<file path="src/rtl/bbm_pkg.sv">
package bbm_pkg;

    typedef enum logic [3:0] {
        BM_IDLE,
        BM_ADDR,
        BM_DATA,
        BM_REL,
        BM_GAP,
        BM_SSET,
        BM_SSTRB,
        BM_SDATA,
        BM_END
    } bm_state_e;

endpackage

</file>
<file path="src/rtl/bbm_sync.sv">
module bbm_sync #(
    parameter int W      = 1,
    parameter int STAGES = 2
) (
    input  logic         clk,
    input  logic         rst_n,
    input  logic [W-1:0] d,
    output logic [W-1:0] q
);

    logic [W-1:0] chain_q [STAGES];

    for (genvar g = 0; g < STAGES; g++) begin : g_stage
        if (g == 0) begin : g_first
            always_ff @(posedge clk or negedge rst_n) begin
                if (!rst_n) chain_q[g] <= '1;
                else        chain_q[g] <= d;
            end
        end else begin : g_next
            always_ff @(posedge clk or negedge rst_n) begin
                if (!rst_n) chain_q[g] <= '1;
                else        chain_q[g] <= chain_q[g-1];
            end
        end
    end

    assign q = chain_q[STAGES-1];

endmodule

</file>
<file path="src/rtl/bbm_seq.sv">
module bbm_seq
    import bbm_pkg::*;
#(
    parameter int AW        = 32,
    parameter int DW        = 32,
    parameter int NBE       = 4,
    parameter int PAGE_BITS = 8
) (
    input  logic               clk,
    input  logic               rst_n,
    input  logic               req_valid,
    output logic               req_ready,
    input  logic [AW-3:0]      req_lwaddr,
    input  logic               req_write,
    input  logic [NBE-1:0]     req_be,
    input  logic [DW-1:0]      req_wdata,
    input  logic               req_more,
    output logic               rsp_valid,
    output logic [DW-1:0]      rsp_rdata,
    output logic               fcs_n,
    output logic               mtcr_n,
    output logic               doe,
    output logic [NBE-1:0]     ds_n,
    output logic               read,
    output logic [AW-1:0]      ad_out,
    output logic               ad_oe,
    output logic [PAGE_BITS-3:0] low_addr,
    input  logic [DW-1:0]      ad_in,
    input  logic               slave_s,
    input  logic               mtack_s,
    input  logic               dtack_s
);

    localparam int LW_W  = AW - 2;
    localparam int LOW_W = PAGE_BITS - 2;
    localparam int UP_W  = AW - PAGE_BITS;

    typedef struct packed {
        bm_state_e      st;
        logic           fcs_n;
        logic           mtcr_n;
        logic           mtcr_prev;
        logic           doe;
        logic [NBE-1:0] ds_n;
        logic           rd;
        logic [AW-1:0]  ad;
        logic           ad_oe;
        logic [LOW_W-1:0] lo;
        logic [UP_W-1:0]  up;
        logic [NBE-1:0] be;
        logic [DW-1:0]  wdata;
        logic           more;
        logic           cont;
        logic [DW-1:0]  rdata;
        logic           rsp;
    } regs_t;

    regs_t r_q, r_d;
    logic  in_page;
    logic  mtcr_fall;

    assign in_page   = (req_lwaddr[LW_W-1:LOW_W] == r_q.up);
    assign mtcr_fall = r_q.mtcr_prev & ~r_q.mtcr_n;

    always_comb begin
        r_d           = r_q;
        r_d.rsp       = 1'b0;
        r_d.mtcr_prev = r_q.mtcr_n;
        req_ready     = 1'b0;
        case (r_q.st)
            BM_IDLE: begin
                req_ready = 1'b1;
                if (req_valid) begin
                    r_d.st     = BM_ADDR;
                    r_d.fcs_n  = 1'b0;
                    r_d.mtcr_n = ~req_more;
                    r_d.ad     = {req_lwaddr, 2'b00};
                    r_d.ad_oe  = 1'b1;
                    r_d.rd     = ~req_write;
                    r_d.lo     = req_lwaddr[LOW_W-1:0];
                    r_d.up     = req_lwaddr[LW_W-1:LOW_W];
                    r_d.be     = req_be;
                    r_d.wdata  = req_wdata;
                    r_d.more   = req_more;
                    r_d.cont   = 1'b0;
                end
            end
            BM_ADDR: begin
                if (!slave_s) begin
                    r_d.st    = BM_DATA;
                    r_d.cont  = ~r_q.mtcr_n & ~mtack_s;
                    r_d.doe   = 1'b1;
                    r_d.ds_n  = ~r_q.be;
                    r_d.ad    = r_q.wdata;
                    r_d.ad_oe = ~r_q.rd;
                end
            end
            BM_DATA, BM_SDATA: begin
                if (!dtack_s) begin
                    r_d.rdata  = ad_in;
                    r_d.rsp    = 1'b1;
                    r_d.ds_n   = '1;
                    r_d.mtcr_n = 1'b1;
                    r_d.ad_oe  = 1'b0;
                    if (r_q.more && r_q.cont) begin
                        r_d.st = BM_REL;
                    end else begin
                        r_d.st    = BM_END;
                        r_d.fcs_n = 1'b1;
                        r_d.doe   = 1'b0;
                    end
                end
            end
            BM_REL: begin
                if (dtack_s) r_d.st = BM_GAP;
            end
            BM_GAP: begin
                if (req_valid) begin
                    if (in_page) begin
                        req_ready = 1'b1;
                        r_d.st    = BM_SSET;
                        r_d.lo    = req_lwaddr[LOW_W-1:0];
                        r_d.rd    = ~req_write;
                        r_d.be    = req_be;
                        r_d.wdata = req_wdata;
                        r_d.more  = req_more;
                    end else begin
                        r_d.st    = BM_END;
                        r_d.fcs_n = 1'b1;
                        r_d.doe   = 1'b0;
                    end
                end
            end
            BM_SSET: begin
                r_d.st     = BM_SSTRB;
                r_d.mtcr_n = 1'b0;
                r_d.ds_n   = r_q.rd ? ~r_q.be : '1;
            end
            BM_SSTRB: begin
                if (mtcr_fall) r_d.cont = ~mtack_s;
                r_d.st    = BM_SDATA;
                r_d.ds_n  = ~r_q.be;
                r_d.ad    = r_q.wdata;
                r_d.ad_oe = ~r_q.rd;
            end
            BM_END: begin
                if (dtack_s && slave_s) r_d.st = BM_IDLE;
            end
            default: r_d.st = BM_IDLE;
        endcase
    end

    always_ff @(posedge clk or negedge rst_n) begin
        if (!rst_n) begin
            r_q           <= '0;
            r_q.st        <= BM_IDLE;
            r_q.fcs_n     <= 1'b1;
            r_q.mtcr_n    <= 1'b1;
            r_q.mtcr_prev <= 1'b1;
            r_q.ds_n      <= '1;
            r_q.rd        <= 1'b1;
        end else begin
            r_q <= r_d;
        end
    end

    assign fcs_n     = r_q.fcs_n;
    assign mtcr_n    = r_q.mtcr_n;
    assign doe       = r_q.doe;
    assign ds_n      = r_q.ds_n;
    assign read      = r_q.rd;
    assign ad_out    = r_q.ad;
    assign ad_oe     = r_q.ad_oe;
    assign low_addr  = r_q.lo;
    assign rsp_valid = r_q.rsp;
    assign rsp_rdata = r_q.rdata;

    AST_DOE_INSIDE_FCS: assert property (@(posedge clk) disable iff (!rst_n)
        doe |-> !fcs_n);
    AST_DS_INSIDE_DOE: assert property (@(posedge clk) disable iff (!rst_n)
        (ds_n != '1) |-> doe);
    AST_FULL_RELEASE: assert property (@(posedge clk) disable iff (!rst_n)
        $rose(fcs_n) |-> (!doe && (ds_n == '1) && mtcr_n));
    AST_BURST_HOLD: assert property (@(posedge clk) disable iff (!rst_n)
        ($rose(&ds_n) && !fcs_n) |-> (doe && mtcr_n));
    AST_SHORT_READ_DS: assert property (@(posedge clk) disable iff (!rst_n)
        ($fell(mtcr_n) && $past(!fcs_n) && read) |-> (ds_n != '1));
    AST_SHORT_WRITE_DS: assert property (@(posedge clk) disable iff (!rst_n)
        ($fell(mtcr_n) && $past(!fcs_n) && !read) |-> (&ds_n));
    AST_LOW_STABLE: assert property (@(posedge clk) disable iff (!rst_n)
        (!mtcr_n && $past(!mtcr_n) && !fcs_n) |-> $stable(low_addr));
    AST_FALL_PLACE: assert property (@(posedge clk) disable iff (!rst_n)
        mtcr_fall |-> (r_q.st == BM_ADDR || r_q.st == BM_SSTRB));
    AST_READY_HOLD: assert property (@(posedge clk) disable iff (!rst_n)
        (req_valid && req_ready && !fcs_n) |=> !fcs_n);

endmodule

</file>
<file path="src/rtl/burst_bus_master.sv">
module burst_bus_master #(
    parameter int AW          = 32,
    parameter int DW          = 32,
    parameter int NBE         = 4,
    parameter int PAGE_BITS   = 8,
    parameter int SYNC_STAGES = 2
) (
    input  logic                 clk,
    input  logic                 rst_n,
    input  logic                 req_valid,
    output logic                 req_ready,
    input  logic [AW-3:0]        req_lwaddr,
    input  logic                 req_write,
    input  logic [NBE-1:0]       req_be,
    input  logic [DW-1:0]        req_wdata,
    input  logic                 req_more,
    output logic                 rsp_valid,
    output logic [DW-1:0]        rsp_rdata,
    output logic                 fcs_n,
    output logic                 mtcr_n,
    output logic                 doe,
    output logic [NBE-1:0]       ds_n,
    output logic                 read,
    output logic [AW-1:0]        ad_out,
    output logic                 ad_oe,
    output logic [PAGE_BITS-3:0] low_addr,
    input  logic [DW-1:0]        ad_in,
    input  logic                 slave_n,
    input  logic                 mtack_n,
    input  logic                 dtack_n
);

    localparam int NSYNC = 3;

    logic [NSYNC-1:0] sync_q;

    bbm_sync #(.W(NSYNC), .STAGES(SYNC_STAGES)) u_sync (
        .clk   (clk),
        .rst_n (rst_n),
        .d     ({slave_n, mtack_n, dtack_n}),
        .q     (sync_q)
    );

    bbm_seq #(.AW(AW), .DW(DW), .NBE(NBE), .PAGE_BITS(PAGE_BITS)) u_seq (
        .clk        (clk),
        .rst_n      (rst_n),
        .req_valid  (req_valid),
        .req_ready  (req_ready),
        .req_lwaddr (req_lwaddr),
        .req_write  (req_write),
        .req_be     (req_be),
        .req_wdata  (req_wdata),
        .req_more   (req_more),
        .rsp_valid  (rsp_valid),
        .rsp_rdata  (rsp_rdata),
        .fcs_n      (fcs_n),
        .mtcr_n     (mtcr_n),
        .doe        (doe),
        .ds_n       (ds_n),
        .read       (read),
        .ad_out     (ad_out),
        .ad_oe      (ad_oe),
        .low_addr   (low_addr),
        .ad_in      (ad_in),
        .slave_s    (sync_q[2]),
        .mtack_s    (sync_q[1]),
        .dtack_s    (sync_q[0])
    );

endmodule

</file>
<file path="config.mk">
export PLATFORM = sky130hd
export DESIGN_NAME = burst_bus_master
export DESIGN_NICKNAME = d
export VERILOG_FILES = /design/src/rtl/bbm_pkg.sv /design/src/rtl/bbm_sync.sv /design/src/rtl/bbm_seq.sv /design/src/rtl/burst_bus_master.sv
export SDC_FILE = /design/constraint.sdc
export NUM_CORES = 1
export LEC_CHECK = 0
export BUFFER_PORTS_ARGS = -buffer_cell sky130_fd_sc_hd__buf_2
export CAP_MARGIN = 0
export CORE_AREA = 5 5 102 142
export CTS_CLUSTER_DIAMETER = 150
export DETAILED_ROUTE_END_ITERATION = 8
export DIE_AREA = 0 0 107 147
export PLACE_DENSITY = 0.83
export SETUP_SLACK_MARGIN = 0.15
export SYNTH_ARGS = -nofsm -noshare
export SYNTH_HDL_FRONTEND = slang
export SYNTH_HIERARCHICAL = 1
export SYNTH_SLANG_ARGS = --single-unit
</file>
<file path="constraint.sdc">
create_clock -name clk -period 4.23 [get_ports clk]
set_clock_uncertainty 0.05 [all_clocks]
set_input_delay 0.846 -clock clk [delete_from_list [all_inputs] [get_ports clk]]
set_output_delay 0.846 -clock clk [all_outputs]
set_load 0.01 [all_outputs]
</file>
==> results.sh <==
export IMPL_drv_slew=0
export IMPL_fin_crit_sh=0.739
export IMPL_portBuffers=186
export IMPL_die_y_um=147
export IMPL_synth_nets=802
export IMPL_p_per_area_mw_per_mm2=826
export IMPL_synth_area_per_cell_um2=10.7
export IMPL_antenna_found_initial=0
export IMPL_regArea_mm2=0.00385
export IMPL_cts_hold_buf=0
export IMPL_ys_async_sr_fraction=1.00
export IMPL_vias_per_cell=5.28
export IMPL_syn_area_mm2=0.00744
export IMPL_synth_seq_cells=153
export IMPL_cts_resized=0
export IMPL_synthFlopType="dfrtp_1"
export IMPL_dpl_worst_slack_ns=0.917
export IMPL_grt_max_degree=96
export IMPL_reg2reg_slack_ns=1.19
export IMPL_clock_latency_ns=0.42
export IMPL_crit_type="in2out"
export IMPL_crit_fanout=6
export IMPL_finalSetupViolCount=0
export IMPL_die_x_um=107
export IMPL_p_leak_uw=0.00430
export IMPL_vdd_drop_max_uv=422
export IMPL_run_status="completed"
export IMPL_initial_core_util=0.566
export IMPL_antenna_cells=0
export IMPL_cts_path_max_buffers=2
export IMPL_holdPathStages=0
export IMPL_yosysWarnings=6
export IMPL_cts_root_buf="clkbuf_16"
export IMPL_cts_buffers=17
export IMPL_power_total_uw=6920
export IMPL_r2r_start="u_seq/r_q[144]$_DFFE_PN0P_"
export IMPL_hold_path_endpoint="u_sync/q[1]$_DFF_PN1_"
export IMPL_end_kind="primary output"
export IMPL_first_pass_iters=4
export IMPL_setup_slack_ns=1.10
export IMPL_detail_route_wl_per_cell_um=16.8
export IMPL_synth_edff_count=0
export IMPL_cts_tree="done"
export IMPL_drt_total_wl_mm=16.1
export IMPL_drv_cap=0
export IMPL_ant_nets=0
export IMPL_fillCellCount=1077
export IMPL_r2r_cells=6
export IMPL_seq_area_frac_synth=0.517
export IMPL_cts_setup_buffers=0
export IMPL_critPathLaunchType="input port"
export IMPL_clkTransAtPathRegs_ns=0.06
export IMPL_pin_count=187
export IMPL_hold_viol=0
export IMPL_cts_sinks=153
export IMPL_multi_input_area_mm2=0.00275
export IMPL_final_nets=897
export IMPL_finalSetupTns_ns=0
export IMPL_min_period_ns=3.13
export IMPL_crit_required_ns=3.33
export IMPL_cp_arrival_ns=2.23
export IMPL_drc=0
export IMPL_drt_iter0_drc=317
export IMPL_track_usage=0.211
export IMPL_row_count=50
export IMPL_final_cell_mix="buf_2, nand2_1, dfrtp_1"
export IMPL_worst_slew_margin_rel=0.268
export IMPL_hold_path_class="reg2reg"
export IMPL_vias=5070
export IMPL_layout_commonest_cell="buf_2"
export IMPL_core_area_mm2=0.0131
export IMPL_postLayoutCoreUtil=0.638
export IMPL_tightest_slew_ns=1.10
export IMPL_min_from="u_sync/chain_q[4]$_DFF_PN1_"
export IMPL_whs_ns=0.307
export IMPL_fmax_mhz=320
export IMPL_syn_to_final_growth_pct=12.7
export IMPL_grt_setup_unrepaired="false"
export IMPL_first_global_vias=5220
export IMPL_grt_overflow=0
export IMPL_drive_gt1_frac=0.393
export IMPL_dieArea_mm2=0.0157
export IMPL_r2r_end="u_seq/rsp_rdata[4]$_DFFE_PN0P_"
export IMPL_htreeDepth=4
export IMPL_grt_pass1_wl_mm=26.2
export IMPL_place_hpwl_mm=11.6
export IMPL_netlist_instances=696
export IMPL_gp_congestion=0.834
export IMPL_yosysUniqueCellTypes=47
==> area by class of cell <==
| type | instances | share of cell area |
|---|---|---|
| well taps | 156 | 0.0233 |
| inverters | 6 | 0.00269 |
| multi-input cells | 420 | 0.328 |
| repair buffers | 193 | 0.120 |
| flip-flops and latches | 153 | 0.459 |
| clock inverters | 13 | 0.0152 |
| clock buffers | 19 | 0.0528 |
==> cells in the mapped netlist (all sizes together) (2+ instances only) <==
| library cell | n | area share |
|---|---|---|
| xnor2 | 16 | 0.019 |
| o21bai | 2 | 0.0020 |
| buf | 94 | 0.10 |
| nand3 | 6 | 0.0047 |
| clkbuf | 23 | 0.012 |
| and3 | 30 | 0.025 |
| a31oi | 2 | 0.0017 |
| nor4 | 3 | 0.0034 |
| or3 | 3 | 0.0025 |
| nand2 | 141 | 0.071 |
| xor2 | 10 | 0.012 |
| nor2b | 3 | 0.0025 |
| a221oi | 2 | 0.0024 |
| o221ai | 2 | 0.0024 |
| nor3b | 2 | 0.0020 |
| o21a | 4 | 0.0040 |
| o21ai | 38 | 0.026 |
| dfrtp | 139 | 0.47 |
| and2 | 2 | 0.0017 |
| dfstp | 14 | 0.049 |
| mux2 | 68 | 0.12 |
| a22o | 2 | 0.0024 |
| o211ai | 2 | 0.0020 |
| a21oi | 44 | 0.030 |
| nor2 | 19 | 0.010 |
| inv | 6 | 0.0030 |
| nor3 | 2 | 0.0013 |
| nand4 | 4 | 0.0034 |
| a21o | 3 | 0.0030 |
| or2 | 2 | 0.0017 |
==> through the flow <==
step | instances | area [µm²]
after floorplan | 696 | 7440
after global placement | 928 | 7810
after detailed placement | 928 | 7810
after CTS | 960 | 8380
after global routing | 960 | 8380
final | 960 | 8380
==> how the worst max path moves through the flow <==
stage                                     from                         endpoint  slack, ns  cells past startpoint
floorplan                       req_lwaddr[15]                        req_ready       1.58                      5
global placement                req_lwaddr[21]        u_seq/r_q[35]$_DFFE_PN0P_       0.99                      8
detailed placement              req_lwaddr[21]    u_seq/low_addr[4]$_DFFE_PN0P_       0.92                      8
CTS                             req_lwaddr[21]                        req_ready       1.05                      7
global route        u_seq/r_q[144]$_DFFE_PN0P_  u_seq/rsp_rdata[13]$_DFFE_PN0P_       0.87                      6
finish                          req_lwaddr[21]                        req_ready       1.10                      7
==> routing by layer <==
metal / vias to the layer above / share of wire / GRT usage
li1: 2448 / - / -
met5: - / 0 / 0
met3: 20 / 0.061 / 0.0541
met4: 0 / 0.017 / 0.0749
met1: 2426 / 0.42 / 0.261
met2: 176 / 0.51 / 0.357
==> cell families after synthesis <==
group / Yosys count / share of synthesized area
buffers and inverters: 123 / 0.115
DFF: 153 / 0.517
AOI/OAI and AO/OA: 107 / 0.0828
muxes: 69 / 0.124
xor gates and xnor gates: 26 / 0.0306
and+or+nand+nor: 218 / 0.131
==> registers in the layout (all words and copies together), names as in the netlist <==
| name | cells |
|---|---|
| u_seq/ds_n | 4 |
| u_seq/ad_oe | 1 |
| u_seq/fcs_n | 1 |
| u_sync/q | 3 |
| u_seq/ad_out | 32 |
| u_seq/low_addr | 6 |
| u_seq/rsp_rdata | 32 |
| u_seq/read | 1 |
| u_seq/doe | 1 |
| u_seq/mtcr_n | 1 |
| u_sync/chain_q | 3 |
| u_seq/rsp_valid | 1 |
| u_seq/r_q | 67 |
==> report_power, final <==
group / switching (µW) / total [µW] / internal (µW) / leakage (µW)
clock network: 652 / 1450 / 799 / 0.000280
logic: 1500 / 2840 / 1350 / 0.00217
registers: 450 / 2630 / 2180 / 0.00184
==> worst max-delay path, cell delays in order <==
cell	delay, ns
buf_2	0.11
xnor2_1	0.17
nand4_1	0.14
nor4_2	0.35
nand3_2	0.18
o32ai_1	0.23
buf_2	0.20
Note: power is estimated with default switching activity, not from simulation.
